`src/rtl/uart_tx_pkg.sv`:
```
`timescale 1ns/1ps
package uart_tx_pkg;

    typedef enum logic [1:0] {
        TXS_IDLE  = 2'd0,
        TXS_START = 2'd1,
        TXS_DATA  = 2'd2,
        TXS_STOP  = 2'd3
    } tx_state_e;

    localparam logic [2:0] ADDR_THR = 3'd0;
    localparam logic [2:0] ADDR_IER = 3'd1;
    localparam logic [2:0] ADDR_FCR = 3'd2;
    localparam logic [2:0] ADDR_LSR = 3'd3;
    localparam logic [2:0] ADDR_DIV = 3'd4;

    localparam int IER_RX   = 0;
    localparam int IER_THRE = 1;
    localparam int IER_LINE = 2;

    localparam int FCR_EN    = 0;
    localparam int FCR_RXCLR = 1;
    localparam int FCR_TXCLR = 2;

    localparam logic [3:0] IIR_NONE = 4'h1;
    localparam logic [3:0] IIR_LINE = 4'h6;
    localparam logic [3:0] IIR_RXD  = 4'h4;
    localparam logic [3:0] IIR_TMO  = 4'hC;
    localparam logic [3:0] IIR_THRE = 4'h2;

endpackage

```
`src/rtl/uart_txq.sv`:
```
`timescale 1ns/1ps
module uart_txq #(
    parameter int DEPTH = 16,
    parameter int W     = 8,
    localparam int PW   = (DEPTH > 1) ? $clog2(DEPTH) : 1,
    localparam int CW   = $clog2(DEPTH + 1)
) (
    input  logic          clk,
    input  logic          rst_n,
    input  logic          clr,
    input  logic          push,
    input  logic          pop,
    input  logic [W-1:0]  wdata,
    output logic [W-1:0]  rdata,
    output logic [CW-1:0] count
);

    logic [W-1:0]  mem [DEPTH];
    logic [PW-1:0] rd_ptr;
    logic [PW-1:0] wr_ptr;

    function automatic logic [PW-1:0] nxt(input logic [PW-1:0] p);
        return (p == PW'(DEPTH - 1)) ? '0 : p + 1'b1;
    endfunction

    always_ff @(posedge clk) begin
        if (push) begin
            mem[wr_ptr] <= wdata;
        end
    end

    always_ff @(posedge clk or negedge rst_n) begin
        if (!rst_n) begin
            rd_ptr <= '0;
            wr_ptr <= '0;
            count  <= '0;
        end else if (clr) begin
            rd_ptr <= '0;
            wr_ptr <= '0;
            count  <= '0;
        end else begin
            if (push) wr_ptr <= nxt(wr_ptr);
            if (pop)  rd_ptr <= nxt(rd_ptr);
            count <= count + CW'(push) - CW'(pop);
        end
    end

    assign rdata = mem[rd_ptr];

endmodule

```
`src/rtl/uart_tx_ser.sv`:
```
`timescale 1ns/1ps
module uart_tx_ser
    import uart_tx_pkg::*;
#(
    parameter int DIV_W = 8,
    localparam int BW   = DIV_W + 4
) (
    input  logic             clk,
    input  logic             rst_n,
    input  logic [DIV_W-1:0] divisor,
    input  logic             start,
    input  logic [7:0]       data,
    output logic             tx,
    output logic             busy,
    output logic             done
);

    tx_state_e      state_q;
    tx_state_e      state_d;
    logic [BW-1:0]  cyc_q;
    logic [2:0]     bitn_q;
    logic [7:0]     sr_q;
    logic [DIV_W-1:0] div_eff;
    logic [BW-1:0]  bit_last;
    logic           tick;

    assign div_eff  = (divisor == '0) ? DIV_W'(1) : divisor;
    assign bit_last = {div_eff, 4'b0000} - 1'b1;
    assign tick     = (state_q != TXS_IDLE) && (cyc_q == bit_last);

    always_comb begin
        state_d = state_q;
        unique case (state_q)
            TXS_IDLE:  if (start) state_d = TXS_START;
            TXS_START: if (tick)  state_d = TXS_DATA;
            TXS_DATA:  if (tick && bitn_q == 3'd7) state_d = TXS_STOP;
            TXS_STOP:  if (tick)  state_d = TXS_IDLE;
            default:   state_d = TXS_IDLE;
        endcase
    end

    always_ff @(posedge clk or negedge rst_n) begin
        if (!rst_n) begin
            state_q <= TXS_IDLE;
            cyc_q   <= '0;
            bitn_q  <= '0;
            sr_q    <= '0;
        end else begin
            state_q <= state_d;
            if (state_q == TXS_IDLE) begin
                cyc_q  <= '0;
                bitn_q <= '0;
                if (start) sr_q <= data;
            end else if (tick) begin
                cyc_q <= '0;
                if (state_q == TXS_DATA) begin
                    sr_q   <= {1'b0, sr_q[7:1]};
                    bitn_q <= bitn_q + 1'b1;
                end
            end else begin
                cyc_q <= cyc_q + 1'b1;
            end
        end
    end

    always_comb begin
        unique case (state_q)
            TXS_START: tx = 1'b0;
            TXS_DATA:  tx = sr_q[0];
            default:   tx = 1'b1;
        endcase
        busy = (state_q != TXS_IDLE);
        done = (state_q == TXS_STOP) && tick;
    end

endmodule

```
`src/rtl/uart_thre_tx.sv`:
```
`timescale 1ns/1ps
module uart_thre_tx
    import uart_tx_pkg::*;
#(
    parameter int FIFO_DEPTH = 16,
    parameter int DIV_W      = 8
) (
    input  logic       clk,
    input  logic       rst_n,
    input  logic [2:0] bus_addr,
    input  logic       bus_we,
    input  logic [7:0] bus_wdata,
    input  logic       bus_re,
    output logic [7:0] bus_rdata,
    input  logic       rx_dr_set,
    input  logic       rx_bi_set,
    input  logic       rx_tmo_set,
    output logic       tx_line,
    output logic       irq
);

    localparam int CNT_W = $clog2(FIFO_DEPTH + 1);

    logic             fifo_en, thre, temt, pend;
    logic [3:0]       ier;
    logic [7:0]       thr;
    logic [DIV_W-1:0] div_q;
    logic             dr, bi, tmo;
    logic [3:0]       iir_code;
    logic [3:0]       ier_chg;

    logic             wr_thr, wr_ier, wr_fcr, wr_div, rd_iir;
    logic             tx_clr, rx_clr, load, thre_set_evt, q_full;
    logic             q_push, q_pop;
    logic [7:0]       q_head, ld_byte;
    logic [CNT_W-1:0] txq_count;
    logic             ser_busy, ser_done;

    assign wr_thr  = bus_we && (bus_addr == ADDR_THR);
    assign wr_ier  = bus_we && (bus_addr == ADDR_IER);
    assign wr_fcr  = bus_we && (bus_addr == ADDR_FCR);
    assign wr_div  = bus_we && (bus_addr == ADDR_DIV);
    assign rd_iir  = bus_re && (bus_addr == ADDR_FCR);
    assign ier_chg = ier ^ bus_wdata[3:0];

    assign tx_clr  = wr_fcr && (bus_wdata[FCR_TXCLR] || (bus_wdata[FCR_EN] != fifo_en));
    assign rx_clr  = wr_fcr && bus_wdata[FCR_RXCLR];
    assign q_full  = (txq_count == CNT_W'(FIFO_DEPTH));
    assign load    = !thre && !ser_busy && !tx_clr;
    assign ld_byte = fifo_en ? q_head : thr;
    assign thre_set_evt = load && !wr_thr && (!fifo_en || (txq_count == CNT_W'(1)));
    assign q_push  = wr_thr && fifo_en;
    assign q_pop   = fifo_en && (load || (wr_thr && q_full));

    uart_txq #(.DEPTH(FIFO_DEPTH), .W(8)) u_txq (
        .clk   (clk),
        .rst_n (rst_n),
        .clr   (tx_clr),
        .push  (q_push),
        .pop   (q_pop),
        .wdata (bus_wdata),
        .rdata (q_head),
        .count (txq_count)
    );

    uart_tx_ser #(.DIV_W(DIV_W)) u_ser (
        .clk     (clk),
        .rst_n   (rst_n),
        .divisor (div_q),
        .start   (load),
        .data    (ld_byte),
        .tx      (tx_line),
        .busy    (ser_busy),
        .done    (ser_done)
    );

    always_comb begin
        if (ier[IER_LINE] && bi)               iir_code = IIR_LINE;
        else if (ier[IER_RX] && dr)            iir_code = IIR_RXD;
        else if (ier[IER_RX] && tmo)           iir_code = IIR_TMO;
        else if (ier[IER_THRE] && pend)        iir_code = IIR_THRE;
        else                                   iir_code = IIR_NONE;
    end

    assign irq = (ier[IER_LINE] && bi) || (ier[IER_RX] && (dr || tmo)) ||
                 (ier[IER_THRE] && pend);

    always_ff @(posedge clk or negedge rst_n) begin
        if (!rst_n) begin
            fifo_en <= 1'b0;
            thre    <= 1'b1;
            temt    <= 1'b1;
            pend    <= 1'b0;
            ier     <= '0;
            thr     <= '0;
            div_q   <= DIV_W'(1);
            dr      <= 1'b0;
            bi      <= 1'b0;
            tmo     <= 1'b0;
        end else begin
            if (wr_thr) thr <= bus_wdata;
            if (wr_ier) ier <= bus_wdata[3:0];
            if (wr_div) div_q <= DIV_W'(bus_wdata);
            if (wr_fcr) fifo_en <= bus_wdata[FCR_EN];

            if (tx_clr)            thre <= 1'b1;
            else if (wr_thr)       thre <= 1'b0;
            else if (thre_set_evt) thre <= 1'b1;

            if (wr_thr)                                temt <= 1'b0;
            else if (thre && (!ser_busy || ser_done))  temt <= 1'b1;

            if (tx_clr)                              pend <= 1'b1;
            else if (wr_thr)                         pend <= 1'b0;
            else if (thre_set_evt)                   pend <= 1'b1;
            else if (wr_ier && ier_chg[IER_THRE])    pend <= bus_wdata[IER_THRE] && thre;
            else if (rd_iir && iir_code == IIR_THRE) pend <= 1'b0;

            if (rx_clr) begin
                dr  <= 1'b0;
                bi  <= 1'b0;
                tmo <= 1'b0;
            end else begin
                dr  <= dr  || rx_dr_set;
                bi  <= bi  || rx_bi_set;
                tmo <= tmo || rx_tmo_set;
            end
        end
    end

    always_comb begin
        unique case (bus_addr)
            ADDR_IER: bus_rdata = {4'b0000, ier};
            ADDR_FCR: bus_rdata = {fifo_en, fifo_en, 2'b00, iir_code};
            ADDR_LSR: bus_rdata = {1'b0, temt, thre, bi, 3'b000, dr};
            ADDR_DIV: bus_rdata = 8'(div_q);
            default:  bus_rdata = 8'h00;
        endcase
    end

endmodule

```
`config.mk`:
```
export PLATFORM = sky130hd
export DESIGN_NAME = uart_thre_tx
export DESIGN_NICKNAME = d
export VERILOG_FILES = /design/src/rtl/uart_tx_pkg.sv /design/src/rtl/uart_txq.sv /design/src/rtl/uart_tx_ser.sv /design/src/rtl/uart_thre_tx.sv
export SDC_FILE = /design/constraint.sdc
export NUM_CORES = 1
export LEC_CHECK = 0
export BUFFER_PORTS_ARGS = -buffer_cell sky130_fd_sc_hd__buf_2
export CAP_MARGIN = 30
export CORE_ASPECT_RATIO = 1.25
export CORE_MARGIN = 2
export CORE_UTILIZATION = 62
export CTS_CLUSTER_SIZE = 24
export DETAILED_ROUTE_END_ITERATION = 8
export PLACE_DENSITY_LB_ADDON = 0.3
export SETUP_SLACK_MARGIN = 0.2
export SYNTH_ARGS = -nofsm -noshare
export SYNTH_HDL_FRONTEND = slang
export SYNTH_HIERARCHICAL = 1
export SYNTH_SLANG_ARGS = --single-unit
```
`constraint.sdc`:
```
create_clock -name clk -period 3.5 [get_ports clk]
set_input_delay 0.875 -clock clk [delete_from_list [all_inputs] [get_ports clk]]
set_output_delay 0.875 -clock clk [all_outputs]
set_load 0.01 [all_outputs]
```
# --- Word level (Yosys, flattened, before mapping) ---
# Memories as Yosys holds them, arrays and structs flattened.
# Index checks and enable logic that the tools add are counted.
# Widths: inputs -> output; s select.
classes:
  reduce_logical: 55
  bitwise: 1
  eq_ne: 19
  addsub: 7
  mux: 44
op_table:
  columns: ["operator", "n"]
  rows:
  - ["$mux 8", 6]
  - ["$mux 4", 9]
  - ["$pmux 8 s4", 1]
  - ["$logic_and 1x1->1", 26]
  - ["$mux 12", 2]
  - ["$mux 1", 15]
  - ["$add 12x1->12 const B", 1]
  - ["$eq 12x12->1", 1]
  - ["$reduce_bool 2->1", 6]
  - ["$sub 12x1->12 const B", 1]
  - ["$logic_or 1x1->1", 10]
  - ["$mux 2", 5]
  - ["$mux 3", 3]
  - ["$add 4x1->4 const B", 2]
  - ["$eq 4x4->1 const B", 2]
  - ["$logic_not 8->1", 1]
  - ["$pmux 2 s4", 1]
  - ["$eq 3x2->1 const B", 2]
  - ["$eq 3x3->1 const B", 2]
  - ["$ne 2x1->1 const B", 3]
  - ["$add 5x1->5", 1]
  - ["$eq 5x1->1 const B", 1]
  - ["$eq 5x5->1 const B", 1]
  - ["$logic_not 1->1", 5]
  - ["other kinds (18)", 19]
totals:
  ramBits: 128
  inputBits: 18
  memories: 1
  wordCells: 144
  out_inout_bits: 10
  ff_bits: 65
memory_table:
  columns: ["memory", "words", "width", "read_ports", "rd_ports_with_merged_regs", "wr", "line", "rtl"]
  rows:
  - ["u_txq.mem", 16, 8, 1, 0, 1, "uart_txq.sv:18", "logic [W-1:0] mem [DEPTH];"]

# --- Logic depth before layout (Yosys ltp) ---
# Gate-level depths: netlist (run 1).
logic_depth:
  ltp_word: 12
  mapped_depth: 15
  mapped_depth_nobuf: 14

# --- By module ---
# Netlist (run 1), hierarchy kept.
by_module_without_submodules:
  columns: ["module", "area_each_um2", "instances", "seq_area_each_um2", "cells_each"]
  rows:
  - ["uart_txq", 5808.1, 1, 4169.0, 337]
  - ["uart_tx_ser", 1779.2, 1, 625.6, 210]
  - ["uart_thre_tx", 1536.5, 1, 679.4, 131]

# --- Least setup slack after synthesis (run 1) ---
# Ideal clock, no wire load.
synth_timing:
  path_kind: "input to register"
  start: "input port bus_addr[0]"
  end: "register u_txq.count[4]"
  arrival_ps: 3113
  setup_slack_ps: 299
  setup_time_ps: 88
  t_required_ps: 3412
  path_buffers: 1
  path_stages: 14
  cell_sequence: "buf_6 -> and4bb_4 -> o21a_4 -> nor3_2 -> o21a_1 -> ha_1 -> inv_1 -> ha_1 -> inv_1 -> fa_1 -> nor2b_1 -> o21ai_1 -> nand3_1 -> nor3b_1"
synth_between:
  elab_chain_len: 9
  word_cells_on_any_way: 14
  cone_classes: "add/sub (2); eq/ne (1); mux (1); reduce/logical (10)"
synth_rtl:
  columns: ["item", "line", "rtl"]
  rows:
  - ["start, declared", "uart_thre_tx.sv:10", "input logic [2:0] bus_addr,"]
  - ["$eq 3x2->1", "uart_thre_tx.sv:41", "assign wr_fcr = bus_we && (bus_addr == ADDR_FCR);"]
  - ["$logic_and 1x1->1", "uart_thre_tx.sv:41", null]
  - ["$logic_and 1x1->1", "uart_thre_tx.sv:46", "assign tx_clr = wr_fcr && (bus_wdata[FCR_TXCLR] || (bus_wdata[FCR_EN] != fifo_en));"]
  - ["via tx_clr", "uart_thre_tx.sv:33", "logic tx_clr, rx_clr, load, thre_set_evt, q_full;"]
  - ["$logic_not 1->1", "uart_thre_tx.sv:49", "assign load = !thre && !ser_busy && !tx_clr;"]
  - ["$logic_and 1x1->1", "uart_thre_tx.sv:49", null]
  - ["via load", "uart_thre_tx.sv:33", null]
  - ["$logic_or 1x1->1", "uart_thre_tx.sv:53", "assign q_pop = fifo_en && (load || (wr_thr && q_full));"]
  - ["$logic_and 1x1->1", "uart_thre_tx.sv:53", null]
  - ["via q_pop", "uart_thre_tx.sv:34", "logic q_push, q_pop;"]
  - ["$sub 5x1->5", "uart_txq.sv:44", "count <= count + CW'(push) - CW'(pop);"]
  - ["$mux 5", "uart_txq.sv:37", "end else if (clr) begin"]
  - ["end signal, assigned", "uart_txq.sv:44", null]
  - ["end, declared", "uart_txq.sv:15", "output logic [CW-1:0] count"]
# The timed path passes the listed nets, and every way through them passes these cells.
# A chain may end at the register's enable or synchronous reset.

# --- Final worst setup path (run 1) ---
layout_timing:
  start: "register div_q[1]"
  end: "register u_ser.sr_q[4]"
layout_between:
  elab_chain_len: 7
layout_rtl:
  columns: ["item", "line", "rtl"]
  rows:
  - ["start, declared", "uart_thre_tx.sv:27", "logic [DIV_W-1:0] div_q;"]
  - ["start signal, assigned", "uart_thre_tx.sv:103", "if (wr_div) div_q <= DIV_W'(bus_wdata);"]
  - ["$logic_not 8->1", "uart_tx_ser.sv:27", "assign div_eff = (divisor == '0) ? DIV_W'(1) : divisor;"]
  - ["$mux 8 (*)", "uart_tx_ser.sv:27", null]
  - ["$sub 12x1->12 (*)", "uart_tx_ser.sv:28", "assign bit_last = {div_eff, 4'b0000} - 1'b1;"]
  - ["$eq 12x12->1 (*)", "uart_tx_ser.sv:29", "assign tick = (state_q != TXS_IDLE) && (cyc_q == bit_last);"]
  - ["$logic_and 1x1->1 (*)", "uart_tx_ser.sv:29", null]
  - ["$reduce_bool 2->1 (no line) (*)", null, null]
  - ["$reduce_and 3->1 (no line) (*)", null, null]
  - ["end signal, assigned", "uart_tx_ser.sv:53", "if (start) sr_q <= data;"]
  - ["end signal, assigned", "uart_tx_ser.sv:57", "sr_q <= {1'b0, sr_q[7:1]};"]
  - ["end, declared", "uart_tx_ser.sv:22", "logic [7:0] sr_q;"]
# Every way passes the cells marked *; elsewhere a longest branch is shown, timed or not.

==> results of run 1 <==
## worst paths after layout
check                          startpoint        endpoint  slack, ns
setup / recovery                 div_q[1]   u_ser/sr_q[4]       0.41
max in group asynchronous           rst_n        div_q[0]       2.71
setup reg to reg                 div_q[1]   u_ser/sr_q[4]       0.41
hold reg to reg            u_ser/cyc_q[0]  u_ser/cyc_q[0]       0.47
min in group clk           u_ser/cyc_q[0]  u_ser/cyc_q[0]       0.47
hold / removal                      rst_n  u_ser/cyc_q[2]       0.43
## metal layers
layer	global-route usage	vias up	wire (um)
met1	0.293	2908	7360
met2	0.475	168	10600
li1	-	2672	-
met4	0.109	0	565
met5	0	-	0
met3	0.0488	38	721
## worst max-delay path, delay by kind of cell (launching register included)
kind / cells / cell delay (ns)
buffers and inverters: 1 / 0.23
AO/OA/AOI/OAI: 4 / 1.03
AND/OR/NAND/NOR: 3 / 1.07
adder cells (fa/ha/maj): 1 / 0.27
flip-flops: 1 / 0.38
## per-stage QoR
stage                     utilization  setup slack (ns)
final                           0.704             0.408
after global placement          0.665             0.302
after global routing            0.704             0.179
after floorplan                     -             0.299
after detailed placement        0.665             0.173
after CTS                       0.704             0.398
## power by group
part | switching (W) | internal (W)
logic | 0.000926 | 0.000806
clock network | 0.000815 | 0.00105
registers | 0.000240 | 0.00263
total | 0.00198 | 0.00448
## timing repair
action | CTS | global route
gates resized for setup | 0 | 2
setup endpoints to repair | 0 | 4
buffers inserted | 0 | 0
## placed cells by master, fill, tap and decap left out, drive strengths merged, types with 16 or more instances in the layout
master / instances
dfrtp: 62
edfxtp: 128
a21oi: 19
a221oi: 17
buf: 66
nor2: 49
clkbuf: 17
ha: 18
mux2i: 35
nand2: 40
mux2: 30
o21ai: 27
mux4: 16
inv: 33
## flip-flops by register name, indices dropped and copies added (netlist names), 5 cells and up
| name | cells |
|---|---|
| thr | 8 |
| u_ser/cyc_q | 12 |
| u_txq/count | 5 |
| u_ser/sr_q | 8 |
| u_txq/mem | 128 |
| div_q | 8 |
## cell type report
type | count | share of cell area
Multi-Input combinational cell | 419 | 0.327
Timing Repair Buffer | 66 | 0.0447
Clock buffer | 17 | 0.0419
Sequential cell | 193 | 0.540
Clock inverter | 13 | 0.0136
Inverter | 30 | 0.0111
Tap cell | 178 | 0.0220
## cells by family (layout without fill, tap and decap cells)
family / Yosys count / count (layout) / synth area share
muxes: 81 / 81 / 0.115
AOI/OAI and AO/OA: 128 / 128 / 0.0993
adders and majority gates: 19 / 19 / 0.0269
and+or+nand+nor: 172 / 172 / 0.104
buffers and inverters: 66 / 126 / 0.0370
xor gates and xnor gates: 19 / 19 / 0.0182
DFF: 193 / 193 / 0.600
==> results by group, run 1 <==
Run status
  • Outcome: complete, no violations

Clocking
  • H-Tree Depth: 4
  • Clock insertion delay at the later pin of the skew report: 0.43 ns
  • CTS tree: yes
  • Register clock-pin slew on the reported worst setup and hold paths: 0.07 ns
  • Clock Sinks: 193
  • # hold bufs at CTS: 0
  • Cts bufs inserted: 17
  • CTS Root Buffer Type: clkbuf_16
  • Max Buffers Root-to-Sink: 2

Routing
  • Drt pass-1 iters: 5
  • Drt wl/cell: 21.0 um
  • Drt first-iter violations: 440
  • DR vias/cell: 6.32
  • Residual DRC: 0
  • DR vias: 5786
  • Routed WL: 19300 um
  • Antenna-violating nets left: 0

Layout
  • Ant diodes: 0
  • Synth-to-Final Area Change: 11.2%
  • Seq. cell area: 0.00548 sq mm
  • Fill cell count: 944
  • Share of layout cells above drive strength 1: 0.213
  • Finished Layout Cells: 916
  • Post-route cell area: 0.0101 sq mm
  • Footprint of the multi-input gates: 0.00332 sq mm
  • Fin nets: 764

Worst hold path
  • Hold crit path type: input port to asynchronous set/reset pin

Timing
  • Post-route clock period utilization: 0.883
  • Crit path time final: 3.09 ns
  • Final Max Slew Viols: 0
  • Slew headroom: 0.484
  • Clock skew: 0.0113 ns
  • Worst hold slack: 0.428 ns
  • Setup-failing EPs final: 0
  • Max Fclk: 323 MHz
  • Slew @ Worst Pin: 0.771 ns
  • RSZ-0062 raised after global routing: false
  • Fin Setup TNS: 0 ns
  • Final Hold Fails: 0

GRT
  • First-pass GRT wire length: 31100 um
  • Initial antenna violation count: 0
  • Grt total ovfl: 0
  • Total track usage: 0.259
  • Vias in the first global route: 6174
  • Largest net degree at the start of global routing: 66

Floorplanning
  • Starting density of the core: 0.633
  • Die area: 0.0157 sq mm
  • Core area: 0.0144 sq mm
  • Die height: 140 um
  • DIE WIDTH: 113 um
  • Std-Cell Rows: 49
  • Num ports: 28

Logic synthesis
  • Synth top area share: 0.421
  • Synth top area cells: edfxtp_1, dfrtp_1, mux4_2
  • Avg Inst Size Synth: 13.5 sq um
  • Post-synth top cells: edfxtp_1, dfrtp_1, nor2_1
  • Post-synth EDFFs: 128
  • Register area share after synthesis: 0.600
  • Unique masters post-synth: 73
  • Synth area leader: edfxtp_1
  • Yosys warns: 6
  • Most frequent cell after synthesis: edfxtp_1
  • FF+latch count, synth: 193
  • Syn nets: 715
  • Syn Inst Count: 678
  • Ys flop type: edfxtp_1
  • Post-synthesis instance area: 0.00912 sq mm
  • Ys async rst share: 0.337

Power
  • Overall power: 0.00646 W
  • Cell area power density: 637 mW/mm^2
  • Worst vdd ir: 0.485 mV
  • Leakage dissipation: 3.77 nW

Critical path
  • CP Class: flop to flop
  • Worst Setup End Kind: flop
  • CP max stage delay: 0.47 ns
  • Crit path max fanout: 19
  • Crit path cell chain: nor3_1 -> a21oi_1 -> ha_1 -> o31a_1 -> a2111oi_2 -> o2111ai_1 -> buf_4 -> or4_1 -> and3_1
  • Setup crit start kind: flop
  • CP arrival: 3.41 ns
  • CP required: 3.82 ns
  • Slowest cell on the critical path: or4_1
  • R2R cell count: 9

Placed design
  • Dpl cells: 886
  • DP HPWL: 13300 um
  • Placed cell area: 0.00958 sq mm
  • RD Place Congestion: 0.904
  • Port-buffer cells: 27

Run
  • Max-cap violations: 0
Power figures use the tool's default switching activity.
==> inputs of run 2 (changes only) <==
--- a/config.mk
+++ b/config.mk
@@ -9,9 +9,10 @@
 export CAP_MARGIN = 30
 export CORE_ASPECT_RATIO = 1.25
 export CORE_MARGIN = 2
-export CORE_UTILIZATION = 62
+export CORE_UTILIZATION = 30
 export CTS_CLUSTER_SIZE = 24
 export DETAILED_ROUTE_END_ITERATION = 8
+export GPL_ROUTABILITY_DRIVEN = 0
 export PLACE_DENSITY_LB_ADDON = 0.3
 export SETUP_SLACK_MARGIN = 0.2
 export SYNTH_ARGS = -nofsm -noshare
==> results by group, run 2 (synthesis gave the netlist of run 1 again) <==
Run status
  • Outcome: complete, no violations (unchanged)

Clocking
  • CTS tree: yes (unchanged)
  • Clock Sinks: 193 (unchanged)
  • H-Tree Depth: 4 (unchanged)
  • CTS Root Buffer Type: clkbuf_16 (unchanged)
  • Clock insertion delay at the later pin of the skew report: 0.44 ns (was 0.43 ns)
  • Setup Fix Bufs, Post-CTS: 0 (unchanged)
  • Register clock-pin slew on the reported worst setup and hold paths: 0.07 ns (about the same)
  • Max Buffers Root-to-Sink: 2 (unchanged)
  • Cts bufs inserted: 17 (unchanged)

GRT
  • Largest net degree at the start of global routing: 45 (was 66)
  • Total track usage: 0.134 (was 0.259)
  • Grt peak-use layer: met2 (unchanged)
  • GR Util met3: 0.0219 (was 0.0488)
  • Vias in the first global route: 5700 (was 6174)
  • Initial antenna violation count: 0 (unchanged)
  • Grt total ovfl: 0 (unchanged)
  • Met2 Use GR: 0.235 (was 0.475)
  • First-pass GRT wire length: 32300 um (was 31100 um)
  • Met1 GRT Util: 0.160 (was 0.293)

Routing
  • Routed WL: 20600 um (was 19300 um)
  • DR vias/cell: 4.96 (was 6.32)
  • Residual DRC: 0 (unchanged)
  • Drt pass-1 iters: 6 (was 5)
  • DR vias: 5676 (was 5786)
  • Drt wl/cell: 18.0 um (was 21.0 um)
  • Drt first-iter violations: 317 (was 440)
  • Antenna-violating nets left: 0 (unchanged)

Timing
  • Slew @ Worst Pin: 0.840 ns (was 0.771 ns)
  • RSZ-0062 raised after global routing: false (unchanged)
  • Slew headroom: 0.434 (was 0.484)
  • Crit path time final: 3.12 ns (was 3.09 ns)
  • Fin Setup TNS: 0 ns (unchanged)
  • Clock skew: 0.00990 ns (was 0.0113 ns)
  • Worst hold slack: 0.423 ns (was 0.428 ns)
  • Final Max Slew Viols: 0 (unchanged)
  • Post-route clock period utilization: 0.891 (was 0.883)
  • Setup ws final: 0.382 ns (was 0.408 ns)
  • Setup-failing EPs final: 0 (unchanged)
  • Final Hold Fails: 0 (unchanged)
  • Max Fclk: 321 MHz (was 323 MHz)

Layout
  • Largest register FFs: 128 (unchanged)
  • Commonest non-fill, non-tap cell in the layout: edfxtp_1 (unchanged)
  • Post-route cell area: 0.0105 sq mm (was 0.0101 sq mm)
  • Layout Utilization: 0.349 (was 0.704)
  • Most frequent cells in the layout: edfxtp_1, dfrtp_1, nor2_1 (unchanged)
  • Ant diodes: 0 (unchanged)
  • Fin nets: 768 (was 764)
  • Synth-to-Final Area Change: 14.8% (was 11.2%)
  • Share of layout cells above drive strength 1: 0.220 (was 0.213)
  • Largest registers: u_txq/mem (128), u_ser/cyc_q (12) (unchanged)
  • Reg with most FFs: u_txq/mem (unchanged)

Power
  • Worst vdd ir: 0.368 mV (was 0.485 mV)
  • Leakage dissipation: 3.80 nW (was 3.77 nW)
  • Cell area power density: 623 mW/mm^2 (was 637 mW/mm^2)

Critical path
  • CP Class: flop to flop (unchanged)
  • Crit path max fanout: 19 (unchanged)
  • CP required: 3.83 ns (was 3.82 ns)
  • Worst Setup End Kind: flop (unchanged)
  • R2R cell count: 9 (unchanged)
  • CP arrival: 3.45 ns (was 3.41 ns)
  • Setup crit start kind: flop (unchanged)

Floorplanning
  • DIE WIDTH: 160 um (was 113 um)
  • Num ports: 28 (unchanged)
  • Die height: 199 um (was 140 um)
  • Die area: 0.0318 sq mm (was 0.0157 sq mm)
  • Starting density of the core: 0.304 (was 0.633)
  • Core area: 0.0300 sq mm (was 0.0144 sq mm)
  • Std-Cell Rows: 71 (was 49)

Worst hold path
  • Hold crit path type: input port to asynchronous set/reset pin (unchanged)

Placed design
  • Placed cell area: 0.00988 sq mm (was 0.00958 sq mm)
  • Pre-CTS WS: 0.202 ns (was 0.173 ns)
  • DP HPWL: 14000 um (was 13300 um)
  • Port-buffer cells: 27 (unchanged)

Run
  • Max-cap violations: 0 (unchanged)
## run 2: critical path, stage by stage, from the launching register on
cell and delay (ns):
dfrtp_1 0.46, nor4_4 0.29, a21oi_1 0.10, ha_1 0.27, o31a_1 0.34, a2111oi_2 0.42
o2111ai_1 0.23, buf_4 0.25, or4_1 0.47, and3_1 0.19
## run 2: where the power goes
part           internal, W  total (W)  switching (W)
sequential         0.00263    0.00284       0.000208
clock              0.00101    0.00192       0.000911
combinational     0.000807    0.00177       0.000963
## run 2: final timing paths
path	start	endpoint	slack (ns)
max in group asynchronous	rst_n	thre	2.38
hold reg to reg	u_ser/cyc_q[0]	u_ser/cyc_q[0]	0.47
hold / removal	rst_n	u_ser/bitn_q[1]	0.42
setup / recovery	div_q[3]	u_ser/sr_q[4]	0.38
setup reg to reg	div_q[3]	u_ser/sr_q[4]	0.38
min in group clk	u_ser/cyc_q[0]	u_ser/cyc_q[0]	0.47
## run 2: layout make-up
type                    count  area [sq um]
flip-flops and latches    193          5480
fillers                  3023         19600
well taps                 401           502
repair buffers             70           483
multi-input cells         419          3320
inverters                  30           113
clock inverters            14           153
clock buffers              18           429
## run 2: through the flow
stage / std cells / total power, W
detailed placement: 1113 / 0.00467
global route: 1145 / 0.00691
global placement: 1113 / 0.00466
floorplan: 678 / 0.00417
finish: 1145 / 0.00653
CTS: 1145 / 0.00660
## run 2: per-layer routing
metal,part of all wire,vias up,wire length (um)
li1,-,2690,-
met1,0.42,2845,8690
met2,0.51,104,10600
met3,0.031,37,633
met4,0.033,0,669
met5,0,-,0
## run 2: repair_timing
action | in CTS | in global routing
resized for setup | 0 | 1
hold buffers | 0 | 0
setup endpoints to repair | 0 | 5
endpoints found under the hold margin | 0 | 0
==> inputs of run 3 (changes only) <==
--- a/config.mk
+++ b/config.mk
@@ -9,7 +9,7 @@
 export CAP_MARGIN = 30
 export CORE_ASPECT_RATIO = 1.25
 export CORE_MARGIN = 2
-export CORE_UTILIZATION = 30
+export CORE_UTILIZATION = 60
 export CTS_CLUSTER_SIZE = 24
 export DETAILED_ROUTE_END_ITERATION = 8
 export GPL_ROUTABILITY_DRIVEN = 0
==> results by group, run 3 (synthesis gave the netlist of run 1 again) <==
Layout
  • Commonest non-fill, non-tap cell in the layout: edfxtp_1 (unchanged)
  • Fin nets: 763 (was 768)
  • Seq. cell area: 0.00548 sq mm (unchanged)
  • Footprint of the multi-input gates: 0.00332 sq mm (unchanged)
  • Largest registers: u_txq/mem (128), u_ser/cyc_q (12) (unchanged)
  • Reg with most FFs: u_txq/mem (unchanged)
  • Share of layout cells above drive strength 1: 0.214 (was 0.220)
  • Layout Utilization: 0.678 (was 0.349)
  • Ant diodes: 0 (unchanged)
  • Largest register FFs: 128 (unchanged)
  • Most frequent cells in the layout: edfxtp_1, dfrtp_1, nor2_1 (unchanged)
  • Fill cell count: 1022 (was 3023)
  • Synth-to-Final Area Change: 11.1% (was 14.8%)

Clocking
  • # hold bufs at CTS: 0 (unchanged)
  • H-Tree Depth: 4 (unchanged)
  • Register clock-pin slew on the reported worst setup and hold paths: 0.07 ns (about the same)
  • Max Buffers Root-to-Sink: 2 (unchanged)
  • Cts bufs inserted: 17 (unchanged)
  • CTS Root Buffer Type: clkbuf_16 (unchanged)
  • CTS tree: yes (unchanged)
  • Clock insertion delay at the later pin of the skew report: 0.43 ns (was 0.44 ns)
  • Clock Sinks: 193 (unchanged)

Power
  • Leakage dissipation: 3.76 nW (was 3.80 nW)
  • Worst vdd ir: 0.391 mV (was 0.368 mV)
  • Cell area power density: 636 mW/mm^2 (was 623 mW/mm^2)

Critical path
  • Crit path max fanout: 18 (was 19)
  • Worst reg2reg path endpoint: u_ser/sr_q[4] (unchanged)
  • Worst Setup End Kind: flop (unchanged)
  • CP Class: flop to flop (unchanged)
  • CP arrival: 3.46 ns (was 3.45 ns)
  • FF-to-FF setup slack: 0.36 ns (was 0.38 ns)
  • Setup crit start kind: flop (unchanged)
  • Beginning of the critical path: div_q[1] (was div_q[3])
  • RR Startpoint: div_q[1] (was div_q[3])
  • R2R cell count: 9 (unchanged)
  • CP required: 3.82 ns (was 3.83 ns)

Timing
  • Clock skew: 0.00829 ns (was 0.00990 ns)
  • Post-route clock period utilization: 0.896 (was 0.891)
  • Final Max Slew Viols: 0 (unchanged)
  • Slew @ Worst Pin: 0.792 ns (was 0.840 ns)
  • RSZ-0062 raised after global routing: false (unchanged)
  • Final Hold Fails: 0 (unchanged)
  • Max Fclk: 319 MHz (was 321 MHz)
  • Setup-failing EPs final: 0 (unchanged)
  • Slew headroom: 0.470 (was 0.434)
  • Crit path time final: 3.14 ns (was 3.12 ns)
  • Fin Setup TNS: 0 ns (unchanged)

Routing
  • Residual DRC: 0 (unchanged)
  • DR vias/cell: 6.32 (was 4.96)
  • Antenna-violating nets left: 0 (unchanged)
  • Routed WL: 19100 um (was 20600 um)
  • Drt first-iter violations: 458 (was 317)
  • DR vias: 5824 (was 5676)
  • Drt pass-1 iters: 5 (was 6)
  • Drt wl/cell: 20.7 um (was 18.0 um)

Placed design
  • Port-buffer cells: 27 (unchanged)
  • DP HPWL: 13400 um (was 14000 um)

GRT
  • Total track usage: 0.249 (was 0.134)
  • Vias in the first global route: 5913 (was 5700)
  • First-pass GRT wire length: 30300 um (was 32300 um)
  • Initial antenna violation count: 0 (unchanged)
  • Largest net degree at the start of global routing: 46 (was 45)
  • Grt total ovfl: 0 (unchanged)

Floorplanning
  • Die area: 0.0162 sq mm (was 0.0318 sq mm)
  • Starting density of the core: 0.610 (was 0.304)
  • Std-Cell Rows: 50 (was 71)
  • Die height: 142 um (was 199 um)
  • Core area: 0.0150 sq mm (was 0.0300 sq mm)
  • DIE WIDTH: 114 um (was 160 um)
  • Num ports: 28 (unchanged)

Run status
  • Outcome: complete, no violations (unchanged)

Worst hold path
  • Hold crit path type: input port to asynchronous set/reset pin (unchanged)

Run
  • Max-cap violations: 0 (unchanged)
run 3: layer usage:
metal,wire [um],share of wire,global-route usage,up-vias
li1,-,-,-,2673
met1,7650,0.40,0.293,2909
met2,10100,0.53,0.446,205
met3,734,0.038,0.0436,37
met4,562,0.029,0.112,0
met5,0,0,0,-
run 3: worst max path at each step:
| stage | to | slack (ns) |
|---|---|---|
| after floorplan | u_txq/count[4] | 0.30 |
| after global placement | u_txq/count[4] | 0.28 |
| after detailed placement | u_txq/count[4] | 0.19 |
| after CTS | u_ser/sr_q[4] | 0.28 |
| after global routing | u_ser/sr_q[2] | 0.22 |
| final | u_ser/sr_q[4] | 0.36 |
run 3: report_power, final:
part | switching (W) | leakage (nW) | internal, W
clock | 0.000809 | 0.274 | 0.00105
sequential | 0.000246 | 1.97 | 0.00263
combinational | 0.000910 | 1.52 | 0.000796
total | 0.00196 | 3.76 | 0.00448
run 3: area by class of cell:
class	count	share of cell area
Clock buffer	19	0.0427
Clock inverter	13	0.0136
Inverter	30	0.0111
Multi-Input combinational cell	419	0.327
Sequential cell	193	0.540
Tap cell	182	0.0225
Timing Repair Buffer	65	0.0427
run 3: what timing repair did:
action	CTS	global route
setup endpoints to repair	0	4
resized for setup	0	1
setup buffers	0	0
run 3: worst max-delay path, stage by stage (launching register included):
cell	delay [ns]
dfrtp_1	0.46
nor3_2	0.32
a21oi_1	0.12
ha_1	0.26
o31a_1	0.33
a2111oi_1	0.42
o2111ai_1	0.21
buf_4	0.23
or4_1	0.48
and3_1	0.19
run 3: metrics by stage:
| stage | worst slack (ns) | hold WS [ns] | instance area (sq um) | power (W) | instances |
|---|---|---|---|---|---|
| 2_1_floorplan | 0.299 | 0.433 | 9120 | 0.00417 | 678 |
| 3_3_place_gp | 0.281 | 0.445 | 9560 | 0.00453 | 889 |
| 3_5_place_dp | 0.192 | 0.454 | 9560 | 0.00461 | 889 |
| 4_1_cts | 0.283 | 0.387 | 10100 | 0.00647 | 921 |
| 5_1_grt | 0.217 | 0.417 | 10100 | 0.00675 | 921 |
| 6_report | 0.362 | 0.395 | 10100 | 0.00644 | 921 |
